==> src/rtl/bitop_pkg.sv <==
package bitop_pkg;

    typedef enum logic [1:0] {
        CLS_SHIFT   = 2'd0,
        CLS_JMPA    = 2'd1,
        CLS_JMPX    = 2'd2,
        CLS_SPECIAL = 2'd3
    } op_class_e;

    typedef enum logic {
        ST_IDLE = 1'b0,
        ST_DONE = 1'b1
    } state_e;

    localparam int FN_SHL  = 6;
    localparam int FN_SHR  = 7;
    localparam int FN_EVEN = 6;
    localparam int FN_ODD  = 7;
    localparam int FN_NOT  = 9;
    localparam int FN_AND  = 10;
    localparam int FN_OR   = 11;
    localparam int FN_XOR  = 12;

    typedef enum logic [1:0] {
        LG_NOT = 2'd0,
        LG_AND = 2'd1,
        LG_OR  = 2'd2,
        LG_XOR = 2'd3
    } logic_op_e;

endpackage

==> src/rtl/bitop_shifter.sv <==
module bitop_shifter #(
    parameter int W    = 80,
    parameter int CW   = 12
) (
    input  logic [W-1:0]  din,
    input  logic [CW-1:0] cnt,
    input  logic          dir_right,
    output logic [W-1:0]  dout
);
    localparam int SW = (CW < $clog2(W)) ? CW : $clog2(W);
    localparam logic [CW:0] LIMIT = (CW+1)'(W);

    logic [W-1:0] stg [0:SW];
    logic         too_far;

    assign stg[0]  = din;
    assign too_far = ({1'b0, cnt} >= LIMIT);

    for (genvar k = 0; k < SW; k++) begin : g_stage
        localparam int AMT = 2 ** k;
        logic [W-1:0] moved;
        assign moved      = dir_right ? (stg[k] >> AMT) : (stg[k] << AMT);
        assign stg[k + 1] = cnt[k] ? moved : stg[k];
    end

    assign dout = too_far ? '0 : stg[SW];
endmodule

==> src/rtl/bitop_parity.sv <==
module bitop_parity #(
    parameter int W = 40
) (
    input  logic [W-1:0] mag,
    input  logic         want_odd,
    output logic         hit
);
    logic low_bit;
    assign low_bit = mag[0];
    assign hit     = want_odd ? low_bit : ~low_bit;
endmodule

==> src/rtl/bitop_logic.sv <==
module bitop_logic
    import bitop_pkg::*;
#(
    parameter int W = 41
) (
    input  logic [W-1:0] a,
    input  logic [W-1:0] b,
    input  logic_op_e    sel,
    output logic [W-1:0] y
);
    always_comb begin
        unique case (sel)
            LG_NOT:  y = ~a;
            LG_AND:  y = a & b;
            LG_OR:   y = a | b;
            LG_XOR:  y = a ^ b;
            default: y = a;
        endcase
    end
endmodule

==> src/rtl/bitop_unit.sv <==
module bitop_unit
    import bitop_pkg::*;
#(
    parameter int BYTE_W = 8,
    parameter int NBYTES = 5,
    parameter int CNT_W  = 12,
    parameter int F_W    = 8
) (
    input  logic                     clk,
    input  logic                     rst_n,
    input  logic                     start,
    input  logic [1:0]               op_class,
    input  logic [F_W-1:0]           fsel,
    input  logic [CNT_W-1:0]         m_val,
    input  logic                     v_sign,
    input  logic [BYTE_W*NBYTES-1:0] v_mag,
    input  logic                     ra_sign,
    input  logic [BYTE_W*NBYTES-1:0] ra_mag,
    input  logic                     rx_sign,
    input  logic [BYTE_W*NBYTES-1:0] rx_mag,
    output logic                     ra_sign_o,
    output logic [BYTE_W*NBYTES-1:0] ra_mag_o,
    output logic                     rx_sign_o,
    output logic [BYTE_W*NBYTES-1:0] rx_mag_o,
    output logic                     jump_taken,
    output logic                     illegal,
    output logic                     done
);
    localparam int MAG_W  = BYTE_W * NBYTES;
    localparam int PAIR_W = 2 * MAG_W;
    localparam int WORD_W = MAG_W + 1;

    op_class_e cls;
    assign cls = op_class_e'(op_class);

    // shared datapath pieces
    logic [PAIR_W-1:0] sh_out;
    logic              par_a_hit, par_x_hit;
    logic [WORD_W-1:0] lg_out;
    logic_op_e         lg_sel;

    bitop_shifter #(.W(PAIR_W), .CW(CNT_W)) u_shift (
        .din       ({ra_mag, rx_mag}),
        .cnt       (m_val),
        .dir_right (fsel == F_W'(FN_SHR)),
        .dout      (sh_out)
    );

    bitop_parity #(.W(MAG_W)) u_par_a (
        .mag      (ra_mag),
        .want_odd (fsel == F_W'(FN_ODD)),
        .hit      (par_a_hit)
    );

    bitop_parity #(.W(MAG_W)) u_par_x (
        .mag      (rx_mag),
        .want_odd (fsel == F_W'(FN_ODD)),
        .hit      (par_x_hit)
    );

    always_comb begin
        unique case (fsel)
            F_W'(FN_AND): lg_sel = LG_AND;
            F_W'(FN_OR):  lg_sel = LG_OR;
            F_W'(FN_XOR): lg_sel = LG_XOR;
            default:      lg_sel = LG_NOT;
        endcase
    end

    bitop_logic #(.W(WORD_W)) u_logic (
        .a   ({ra_sign, ra_mag}),
        .b   ({v_sign, v_mag}),
        .sel (lg_sel),
        .y   (lg_out)
    );

    // next-result decode
    logic             n_ra_s, n_rx_s, n_jmp, n_ill;
    logic [MAG_W-1:0] n_ra_m, n_rx_m;
    logic             f_pair, f_logic;

    assign f_pair  = (fsel == F_W'(6)) || (fsel == F_W'(7));
    assign f_logic = (fsel >= F_W'(FN_NOT)) && (fsel <= F_W'(FN_XOR));

    always_comb begin
        n_ra_s = ra_sign;
        n_ra_m = ra_mag;
        n_rx_s = rx_sign;
        n_rx_m = rx_mag;
        n_jmp  = 1'b0;
        n_ill  = 1'b0;
        unique case (cls)
            CLS_SHIFT: begin
                if (f_pair) begin
                    n_ra_m = sh_out[PAIR_W-1:MAG_W];
                    n_rx_m = sh_out[MAG_W-1:0];
                end else begin
                    n_ill = 1'b1;
                end
            end
            CLS_JMPA: begin
                if (f_pair) n_jmp = par_a_hit;
                else        n_ill = 1'b1;
            end
            CLS_JMPX: begin
                if (f_pair) n_jmp = par_x_hit;
                else        n_ill = 1'b1;
            end
            CLS_SPECIAL: begin
                if (f_logic) {n_ra_s, n_ra_m} = lg_out;
                else         n_ill = 1'b1;
            end
            default: n_ill = 1'b1;
        endcase
    end

    // state register
    state_e state_q, state_d;

    always_comb begin
        state_d = state_q;
        unique case (state_q)
            ST_IDLE: if (start) state_d = ST_DONE;
            ST_DONE: state_d = start ? ST_DONE : ST_IDLE;
            default: state_d = ST_IDLE;
        endcase
    end

    always_ff @(posedge clk) begin
        if (!rst_n) state_q <= ST_IDLE;
        else        state_q <= state_d;
    end

    // output registers
    logic jmp_q, ill_q;

    always_ff @(posedge clk) begin
        if (!rst_n) begin
            ra_sign_o <= 1'b0;
            ra_mag_o  <= '0;
            rx_sign_o <= 1'b0;
            rx_mag_o  <= '0;
            jmp_q     <= 1'b0;
            ill_q     <= 1'b0;
        end else if (start) begin
            ra_sign_o <= n_ra_s;
            ra_mag_o  <= n_ra_m;
            rx_sign_o <= n_rx_s;
            rx_mag_o  <= n_rx_m;
            jmp_q     <= n_jmp;
            ill_q     <= n_ill;
        end
    end

    assign done       = (state_q == ST_DONE);
    assign jump_taken = done & jmp_q;
    assign illegal    = done & ill_q;
endmodule

==> config.mk <==
export PLATFORM = sky130hd
export DESIGN_NAME = bitop_unit
export DESIGN_NICKNAME = d
export VERILOG_FILES = /design/src/rtl/bitop_pkg.sv /design/src/rtl/bitop_shifter.sv /design/src/rtl/bitop_parity.sv /design/src/rtl/bitop_logic.sv /design/src/rtl/bitop_unit.sv
export SDC_FILE = /design/constraint.sdc
export NUM_CORES = 1
export LEC_CHECK = 0
export BUFFER_PORTS_ARGS = -buffer_cell sky130_fd_sc_hd__buf_4
export CORE_MARGIN = 3
export CORE_UTILIZATION = 67
export DETAILED_ROUTE_END_ITERATION = 6
export PLACE_DENSITY_LB_ADDON = 0.12
export SLEW_MARGIN = 20
export SYNTH_ARGS = -nofsm -noshare
export SYNTH_HDL_FRONTEND = slang
export SYNTH_HIERARCHICAL = 1
export SYNTH_SLANG_ARGS = --single-unit
==> constraint.sdc <==
create_clock -name clk -period 7 [get_ports clk]
set_input_delay 0.7 -clock clk [delete_from_list [all_inputs] [get_ports clk]]
set_output_delay 0.7 -clock clk [all_outputs]
set_load 0.005 [all_outputs]
==> run metrics, run 1 <==
horizontal die dimension between 150 and 200 um; Post-synth EDFFs 0; cell area after synthesis roughly 20,000 um2; global-route wire length before repair between 150 and 200 mm; status did not finish; number of instances in the synthesized netlist around 2.7k; initial cell density of the core slightly below 70%; count leader, synth nor2_1; final global-route overflow total 2; portion of synthesized cell area occupied by the leading cell type just under 9%; synthesis-stage register bit count 85; CTS Buf Count 9; Synth warnings 6; Clock Path Buffers 2; First Err [ERROR GRT-0116] Global routing finished with congestion. Check the congestion regions in the DRC Viewer.; ys flop type dfxtp_1; Clk Tree Root Cell clkbuf_16; hold bufs inserted after CTS 0; setup bufs post-CTS 0; largest net degree at the start of global routing 150; number of nets produced by synthesis 2,919; via count of the first global-routing pass ~25k; per-instance average area after synthesis approximately 7.4 um2; Std-Cell Rows 62; distinct cell type count after synthesis about 110; Area contributors post-synth mux2i_1 8.7%, mux4_2 8.6%, dfxtp_1 8.5%, ha_1 5.3%, nor2_1 4.8%; vertical die dimension between 150 and 200 um; ports placed on the boundary between 200 and 250; share of synthesized area occupied by flip-flops and latches ~8.5%; H-tree depth reported by CTS 3; clock sink count 85; total global-route track usage about 65%; post-cts resize count 0; Synth area leader mux2i_1; RePlAce Congestion ~1.5; share of async-settable or async-resettable flops after synthesis 0%; port bufs ~230; most instantiated cells after synthesis 253 x nor2_1, 224 x nand2_1, 174 x mux2i_1; placed wire-length estimate 70.3 mm; stage reached 5_1_grt
[metrics by stage]
stage          setup WS (ns)  utilization, %  cell area, um2  instances
3_3_place_gp            1.76            72.2           20900       3084
2_1_floorplan           3.09               -           19900       2686
3_5_place_dp            1.65            72.2           20900       3084
4_1_cts                 2.00            73.2           21300       3100
[logic make-up after synthesis]
family	after synthesis	synth area share (%)
AOI/OAI and AO/OA	977	35.7
DFF	85	8.54
buffers and inverters	404	10.9
muxes	298	20.2
xor gates and xnor gates	3	0.132
and+or+nand+nor	834	19.2
adders and majority gates	85	5.34
[routing by layer]
layer / global-route usage, % / overflow
met2: 79.7 / 0
met4: 55.9 / 2
met5: 24.8 / 0
met1: 68.0 / 0
met3: 52.7 / 0
==> run 2, diff against run 1 <==
- CORE_UTILIZATION: 67 -> 40
- PLACE_DENSITY_LB_ADDON: 0.12 -> 0.15
==> run 2 against run 1 <==
  * The flow now finishes, with violations (DRC)
  * Synthesized cell count is the same
  * Synthesized area unchanged
==> run metrics, run 2 <==
post-layout instance area ~22,000 um2; Std-Cell Rows 81; Worst Min Path Start ra_mag_o[11]; worst skew pair latency 0.37 ns; reg-to-reg critical path endpoint ra_mag_o[28]; Clk Tree Root Cell clkbuf_16; area of all sequential standard cells roughly 1700 um2; violations in the final reports DRC; total global-route track usage approximately 46%; FILL cells around 5.2k; RePlAce Congestion about 1.2; most instantiated cells after synthesis 253 x nor2_1, 224 x nand2_1, 174 x mux2i_1; share of async-settable or async-resettable flops after synthesis 0%; Initial DRT Pass Iterations 7; total number of nets in the final design 2,986; Worst EP arrival 6.14 ns; placed wire-length estimate around 98 mm; Reg clk slew, reported paths approximately 0.070 ns; distinct cell type count after synthesis 108; mean number of vias per cell 7.37; multi-input gate area in the final layout between 15,000 and 20,000 um2; placed cell areas 21,600 um2; crit share post-route ~84%; crit path kind in -> reg; drt drc 4; core area 49,100 um2; count leader, synth nor2_1; Setup Viol. Count Final 0; cell with the largest stage delay on the worst path o31ai_2; biggest registers after layout ra_mag_o: 40 flops, rx_mag_o: 40 flops; setup bufs post-CTS 0; number of instances in the synthesized netlist about 2.7k; hold bufs inserted after CTS 0; unrepaired setup endpoints after global routing no; initial cell density of the core around 41%; setup slack of the most critical reg-to-reg path between 6 and 7 ns; horizontal die dimension 229 um; Total Wirelength 128 mm; max-capacitance violation count 0; final max-slew violation count 0; cell depth of the worst hold path 2; Clock Path Buffers 2; vertical die dimension about 230 um; number of DRC markers after the initial detailed-route iteration between 4k and 5k; Die Footprint roughly 53,000 um2; most frequent cells in the layout 314 x buf_4, 249 x nor2_1, 224 x nand2_1; Worst IR Drop VDD roughly 0.00012 V; per-instance average area after synthesis between 7 and 8 um2; cell area after synthesis 19,900 um2; Area contributors post-synth mux2i_1 8.7%, mux4_2 8.6%, dfxtp_1 8.5%, ha_1 5.3%, nor2_1 4.8%; via count of the first global-routing pass between 20k and 25k; Critical R2R Launch ra_mag_o[28]; largest net degree at the start of global routing between 100 and 150; number of nets produced by synthesis 2,919; Fin Clk Skew 0 ns; CTS Buf Count 9; Max transition margin between 15 and 20%; Worst Path Max Fanout 85; share of synthesized area occupied by flip-flops and latches between 8 and 9%; ports placed on the boundary approximately 230; worst-case setup slack after placement approximately 1.0 ns; startpoint type of the worst setup path primary input; critical path, cell by cell buf_4, nor4_1, and3_4, buf_12, mux2_2, a21oi_1, nor2_1, a2111oi_4, nor2_1, o31ai_2, a22oi_1, a22o_1, a22oi_1, nand3_1; initial antenna violation count 5; H-tree depth reported by CTS 3; clock sink count 85; critical path's largest stage delay roughly 0.86 ns; Synth area leader mux2i_1; final worst path period need about 5.9 ns; class of the most critical hold timing path reg -> reg; portion of synthesized cell area occupied by the leading cell type under 10%; static leakage ~8.5 nW; Post-synth EDFFs 0; most common library cell in the layout ignoring fill and taps buf_4; global-route wire length before repair between 150 and 200 mm; Final Hold Fails 0; post-cts resize count 0; ys flop type dfxtp_1; mean routed wirelength per cell 37.5 um; Hold Path Sink ra_mag_o[11]; upper clock frequency limit roughly 170 MHz; logic depth of the worst register-to-register path 2; final worst hold slack a little over 0.5 ns; required arrival time at the worst endpoint just over 7 ns; Total Negative Setup Slacks 0 ns; Syn-to-layout area delta 10.0%; Power per Cell Area around 110 nW/um2; routed via count roughly 25k; synthesis-stage register bit count 85; layout cells sized above 1 roughly 21%; Tightest Pin Transition about 1.2 ns; Final Worst Setup Slack roughly 1.1 ns; TritonCTS clock tree done; Setup crit end kind register; Synth warnings 6; final global-route overflow total 0; Antenna Nets Post-Route 0; port bufs 232; status finished with violations
run 2: cell counts after synthesis:
Identical to the previous run, type by type.
run 2: cells by family (layout without fill, tap and decap cells):
logic type      count (synthesis)  after routing  share of synthesized area, %
buf+inv                       404            476                          10.9
compound gates                977            977                          35.7
xor+xnor                        3              3                         0.132
simple gates                  834            834                          19.2
other cells                     0              2                             0
mux                           298            298                          20.2
fa+ha+maj                      85             85                          5.34
flops                          85             85                          8.54
run 2: how the worst max path moves through the flow:
stage / from / to / slack (ns) / depth (start not counted)
finish: fsel[5] / ra_mag_o[20] / 1.12 / 14
global placement: fsel[5] / ra_mag_o[20] / 1.20 / 14
floorplan: fsel[5] / ra_mag_o[29] / 3.09 / 15
detailed placement: fsel[5] / ra_mag_o[20] / 1.04 / 14
CTS: fsel[5] / ra_mag_o[20] / 1.42 / 14
global route: fsel[5] / ra_mag_o[20] / 0.98 / 14
run 2: metrics by stage:
step / instances / total power, mW / util, %
global placement: 3406 / 1.89 / 44.1
CTS: 3422 / 2.40 / 44.7
detailed placement: 3406 / 1.91 / 44.1
global route: 3422 / 2.53 / 44.7
finish: 3424 / 2.47 / 44.7
floorplan: 2686 / 1.31 / -
run 2: routing by layer:
metal	global-route usage, %	up-vias	wire length (um)
met3	11.4	510	14300
li1	-	10400	-
met4	33.9	6	11900
met1	58.0	12300	48200
met5	0	-	46
met2	69.3	2027	54000
run 2: area by class of cell:
cell class	count	share of cell area, %
Inverter	141	2.42
Sequential cell	85	7.77
Clock inverter	6	0.223
Timing Repair Buffer	319	11.2
Multi-Input combinational cell	2197	73.5
Clock buffer	10	1.09
Antenna cell	2	0.0228
Tap cell	664	3.79
run 2: power by group:
group | switching [mW] | internal [mW]
Clock | 0.243 | 0.252
Combinational | 0.962 | 0.469
Sequential | 0.0239 | 0.518
Total | 1.23 | 1.24
run 2: critical path: cells and delay by family:
family | cells | cell delay (ns)
compound gates | 6 | 2.70
buf+inv | 2 | 0.53
mux | 1 | 0.40
simple gates | 5 | 1.68
Power figures use the tool's default switching activity.
